$ cat config.mk
export PLATFORM = sky130hd
export DESIGN_NAME = ovf_flag_reg
export DESIGN_NICKNAME = d
export VERILOG_FILES = /design/src/rtl/ovf_pkg.sv /design/src/rtl/ovf_edge_det.sv /design/src/rtl/ovf_capture.sv /design/src/rtl/ovf_release.sv /design/src/rtl/ovf_flag_reg.sv
export SDC_FILE = /design/constraint.sdc
export NUM_CORES = 1
export LEC_CHECK = 0
export ABC_CLOCK_PERIOD_IN_PS = 1200
export BUFFER_PORTS_ARGS = -buffer_cell sky130_fd_sc_hd__buf_4
export CAP_MARGIN = 15
export CELL_PAD_IN_SITES_DETAIL_PLACEMENT = 1
export CELL_PAD_IN_SITES_GLOBAL_PLACEMENT = 1
export CORE_AREA = 5 5 42 44
export CTS_CLUSTER_SIZE = 30
export DETAILED_ROUTE_END_ITERATION = 7
export DIE_AREA = 0 0 47 49
export GPL_ROUTABILITY_DRIVEN = 1
export HOLD_SLACK_MARGIN = 0.06
export PLACE_DENSITY_LB_ADDON = 0.1
export SYNTH_ARGS = -nofsm -noshare
export SYNTH_HDL_FRONTEND = slang
export SYNTH_SLANG_ARGS = --single-unit
$ cat constraint.sdc
create_clock -name clk -period 1.2 [get_ports clk]
set_input_delay 0.12 -clock clk [delete_from_list [all_inputs] [get_ports clk]]
set_output_delay 0.12 -clock clk [all_outputs]
set_load 0.01 [all_outputs]
$ cat src/rtl/ovf_pkg.sv
package ovf_pkg;
  typedef enum logic {EDGE_RISE = 1'b0, EDGE_FALL = 1'b1} edge_kind_e;
endpackage

$ cat src/rtl/ovf_edge_det.sv
module ovf_edge_det
  import ovf_pkg::*;
#(
  parameter edge_kind_e KIND = EDGE_RISE
) (
  input  logic clk,
  input  logic rst_n,
  input  logic sig_i,
  output logic pulse_o
);
  logic prev_q;

  always_ff @(posedge clk or negedge rst_n) begin
    if (!rst_n) prev_q <= 1'b0;
    else        prev_q <= sig_i;
  end

  generate
    if (KIND == EDGE_RISE) begin : g_rise
      assign pulse_o = sig_i & ~prev_q;
    end else begin : g_fall
      assign pulse_o = ~sig_i & prev_q;
    end
  endgenerate
endmodule

$ cat src/rtl/ovf_capture.sv
module ovf_capture (
  input  logic clk,
  input  logic rst_n,
  input  logic set_i,
  input  logic clr_i,
  output logic flag_o
);
  logic flag_q;

  always_ff @(posedge clk or negedge rst_n) begin
    if (!rst_n)     flag_q <= 1'b0;
    else if (clr_i) flag_q <= 1'b0;
    else if (set_i) flag_q <= 1'b1;
  end

  assign flag_o = flag_q;

  p_capture_sets_r2: assert property (@(posedge clk) disable iff (!rst_n)
    (set_i && !clr_i) |=> flag_q);
  p_capture_sticky_r7: assert property (@(posedge clk) disable iff (!rst_n)
    (flag_q && !clr_i) |=> flag_q);
  p_capture_clear_r6: assert property (@(posedge clk) disable iff (!rst_n)
    clr_i |=> !flag_q);
endmodule

$ cat src/rtl/ovf_release.sv
module ovf_release (
  input  logic clk,
  input  logic rst_n,
  input  logic load_i,
  input  logic d_i,
  input  logic clr_i,
  output logic flag_o
);
  logic flag_q;

  always_ff @(posedge clk or negedge rst_n) begin
    if (!rst_n)      flag_q <= 1'b0;
    else if (clr_i)  flag_q <= 1'b0;
    else if (load_i) flag_q <= d_i;
  end

  assign flag_o = flag_q;

  p_release_loads_r3: assert property (@(posedge clk) disable iff (!rst_n)
    (load_i && !clr_i) |=> (flag_q == $past(d_i)));
  p_release_holds_r3: assert property (@(posedge clk) disable iff (!rst_n)
    (!load_i && !clr_i) |=> $stable(flag_q));
  p_release_clear_r6: assert property (@(posedge clk) disable iff (!rst_n)
    clr_i |=> !flag_q);
endmodule

$ cat src/rtl/ovf_flag_reg.sv
module ovf_flag_reg
  import ovf_pkg::*;
(
  input  logic clk,
  input  logic rst_n,
  input  logic carry_i,
  input  logic latch_i,
  input  logic clear_i,
  input  logic manual_i,
  output logic ovf_o,
  output logic exceeds_o
);
  logic carry_edge;
  logic latch_fall;
  logic pre_flag;
  logic shown_flag;

  ovf_edge_det #(.KIND(EDGE_RISE)) u_carry_edge (
    .clk(clk), .rst_n(rst_n), .sig_i(carry_i), .pulse_o(carry_edge)
  );

  ovf_edge_det #(.KIND(EDGE_FALL)) u_latch_edge (
    .clk(clk), .rst_n(rst_n), .sig_i(latch_i), .pulse_o(latch_fall)
  );

  ovf_capture u_pre (
    .clk(clk), .rst_n(rst_n), .set_i(carry_edge), .clr_i(clear_i),
    .flag_o(pre_flag)
  );

  ovf_release u_show (
    .clk(clk), .rst_n(rst_n), .load_i(latch_fall), .d_i(pre_flag),
    .clr_i(clear_i), .flag_o(shown_flag)
  );

  assign ovf_o     = shown_flag | (manual_i & pre_flag);
  assign exceeds_o = ovf_o;

  p_manual_shows_r4: assert property (@(posedge clk) disable iff (!rst_n)
    (manual_i && pre_flag) |-> ovf_o);
  p_auto_hides_pre_r5: assert property (@(posedge clk) disable iff (!rst_n)
    (!manual_i && !shown_flag) |-> !ovf_o);
  p_no_overflow_r9: assert property (@(posedge clk) disable iff (!rst_n)
    !pre_flag |-> !shown_flag);
  p_exceeds_tracks_r8: assert property (@(posedge clk) disable iff (!rst_n)
    exceeds_o == ovf_o);
endmodule

# Word-level counts from Yosys, hierarchy flattened
# Index checks and enable logic that the tools add are counted.
# word_totals
regBits	4
# op_classes
n_mux	4
bitwise	6
reduce_logical	2
# op_table
cell	n
2-to-1 mux 1 bit	4
nonzero test 2 bit	2
AND 1 bit	3
inverter 1 bit	2
bitwise OR 1 bit	1

# Longest topological paths before layout
# logic_depth
depth_word	4
depth_mapped	2
mapped_depth_nobuf	2

# Hierarchy
# A second synthesis with hierarchy kept.
# hier_totals
cells_unflattened	11
area_unflattened_um2	166.4
# modules_own_cells
module	n_inst	cells_per_inst	area_per_inst_um2
ovf_edge_det	2	2	38.8
ovf_release	1	3	38.8
ovf_capture	1	2	35.0
ovf_flag_reg	1	2	15.0

# Least setup slack after synthesis
# No wires, ideal clock.
# synth_path
path_kind	register to output
from	register u_pre.flag_q (netlist: u_pre.flag_o)
to	output ovf_o
t_arrival_ns	0.706
t_required_ns	1.080
slack_ns	0.374
stages_incl_launch_ff	3
path_buffers	1
cell_sequence	dfrtp_1 -> a21o_1 -> buf_4
# synth_via
elab_chain_cells	2
# synth_rtl
element	line	text
start: declaration	ovf_capture.sv:8	logic flag_q;
start signal: assignment	ovf_capture.sv:11	if (!rst_n) flag_q <= 1'b0;
start signal: assignment	ovf_capture.sv:12	else if (clr_i) flag_q <= 1'b0;
start signal: assignment	ovf_capture.sv:13	else if (set_i) flag_q <= 1'b1;
AND 1 bit	ovf_flag_reg.sv:36	assign ovf_o = shown_flag | (manual_i & pre_flag);
bitwise OR 1 bit	ovf_flag_reg.sv:36	
end: declaration	ovf_flag_reg.sv:10	output logic ovf_o,
# Every way passes these cells.

# Worst setup path in the final report
# Same ends and word-level chain as after synthesis.

==> metrics <==
placed cell count 35; sw frac between 20% and 30%; fin util 20.4%; critical path type reg2out; CP endpoint kind output port; Final Setup Violations 0; CTS tree yes; WP data arrival 0.94 ns; Seq pwr share 40.9%; CORE AREA around 1400 µm²; final worst path period share 88.2%; hold slack 0.219 ns; Reg2Reg Setup Slack 0.51 ns; vias in the first global route 148; Slew Limit Fails 0; reg2reg start u_latch_edge.prev_q; sequential-to-total area share from yosys stat 63.0%; synth-to-layout area growth 80.3%; Die Y 49 µm; met3 wire length between 40 and 50 µm; met2 wire len 170 µm; Slew @ Worst Pin ~0.11 ns; clk sink count 4; Finished Layout Cells 42; Die W about 47 µm; startpoint types register; Ports 8; Critical R2R Capture u_show.flag_o; routability cong. 0.616; worst-case clock buffer depth 2; status complete, no violations; Int Pwr 284 µW; Post-Syn Instances 13; Starting Density between 10 and 15%; I/O Buffers 7; most common cell after layout, fill and taps aside buf_4; final hold viol count 0; max_cap viols 0; syn nets 19; Net Switching 71.6 µW; post-DR wirelength/cell between 8 and 9 µm; CP Max Fanout 3; leakage 0.139 nW; share of cells above drive strength 1 roughly two fifths; Reg2Reg Depth 2; root buffer cell clkbuf_4; dominant cells by area after synthesis dfrtp_1 63%, nand2b_1 7.9%, nand4bb_1 7.1%; Clock Skew 0.00462 ns; DR pass1 iterations 1; Yosys cell types 9; Row Count 14; pwr dens 1240 nW/µm²; Die Area around 2300 µm²; number of H-tree levels 1; Routed WL 358 µm; cell area after synthesis 159 µm²; final worst slack approximately 0.14 ns; DR vias around 150; Worst Hold Class in2async; antenna fix cells 0; Relative slew margins 92.9%; largest net degree at the start of global routing 5; setup tns final 0 ns; combinational power share 12.9%; VDD IR max approximately 370 µV; most frequent cells in the layout 7 x buf_4, 4 x dlygate4sd3_1, 4 x dfrtp_1, 3 x clkbuf_4, 2 x nand2b_1; Crit path required time 1.08 ns; vias per cell 3.48; Max Used Layer met3; #FFs+latches synth 4; met1 wire length approximately 150 µm; Clock transition at path regs 0.04 ns; initial antenna violation count 0; first-pass GRT wire length 586 µm; Post-Syn Area per Cell 12.2 µm²; Worst-Skew Late Latency 0.23 ns; Fmax around 0.95 GHz; Synth Warn # 0; RSZ-0062 raised after global routing false; fin crit period 1.06 ns; Routed Antenna Nets 0; fraction of power consumed by the clock network between 40% and 50%; GRT Resource Usage Total 3.95%; DRC errors left 0; post-synth top area share 63.0%; gr ovfl total 0; Nets 34; DR iter-0 viols 0; Post-CTS Resized 0; Num CTS Buffers 3; Setup WS pre-CTS ~0.38 ns; Yosys top cell by area dfrtp_1
==> critical path: stages (launching register included) <==
cell	delay, ns
dfrtp_1	0.39
a21o_1	0.18
buf_4	0.14
==> Yosys cell counts, drive strengths merged <==
master and n:
a21oi 1, nor2b 1, nand4bb 1, dfrtp 4
inv 1, buf 1, o21ai 1, nand2b 2
a21o 1
==> power groups by stage <==
stage / clock network (mW) / logic [mW] / registers [mW]
2_1_floorplan: 0 / 0.0148 / 0.146
3_3_place_gp: 0 / 0.0372 / 0.147
3_5_place_dp: 0 / 0.0367 / 0.147
4_1_cts: 0.175 / 0.0470 / 0.146
5_1_grt: 0.185 / 0.0511 / 0.147
6_report: 0.165 / 0.0460 / 0.145
==> sequential cells by signal (all words and copies together), names as in the netlist <==
name                 flops
u_latch_edge.prev_q      1
u_show.flag_o            1
u_pre.flag_o             1
u_carry_edge.prev_q      1
==> cell type report <==
cell class,count,area (µm²)
clock buffer,3,22.5
fill,170,1110
inverter,1,3.75
multi-input combinational,7,47.5
sequential,4,100
tap,16,20.0
timing repair buffer,11,92.6
==> logic make-up (layout without fill, tap and decap cells) <==
logic type | count (synthesis) | after routing | share of synthesized area, %
simple gates | 4 | 4 | 18.9
flops | 4 | 4 | 63.0
compound gates | 3 | 3 | 11.0
buf+inv | 2 | 15 | 7.09
==> routing by layer <==
metal	vias to the layer above	GRT usage, %
li1	70	-
met1	69	4.20
met2	7	4.30
met3	0	2.21
met4	0	5.53
met5	-	0
==> per-stage QoR <==
step	power [mW]	instance area [µm²]
global route	0.382	287
CTS	0.368	287
floorplan	0.161	159
detailed placement	0.184	224
global placement	0.185	224
finish	0.356	287
==> worst max path at each step <==
| stage | start | end | slack (ns) | cells after the start |
|---|---|---|---|---|
| after CTS | u_pre.flag_o | ovf_o | 0.12 | 2 |
| after floorplan | u_pre.flag_o | ovf_o | 0.37 | 2 |
| after detailed placement | u_pre.flag_o | ovf_o | 0.38 | 2 |
| after global routing | u_pre.flag_o | exceeds_o | 0.1 | 2 |
| after global placement | u_pre.flag_o | ovf_o | 0.40 | 2 |
| final | u_pre.flag_o | ovf_o | 0.14 | 2 |
==> timing repair <==
| item | CTS | global route |
|---|---|---|
| hold endpoints to repair | 7 | 0 |
| hold buffers | 4 | 0 |
| buffers inserted | 0 | 0 |
(Power assumes the default switching activity.)
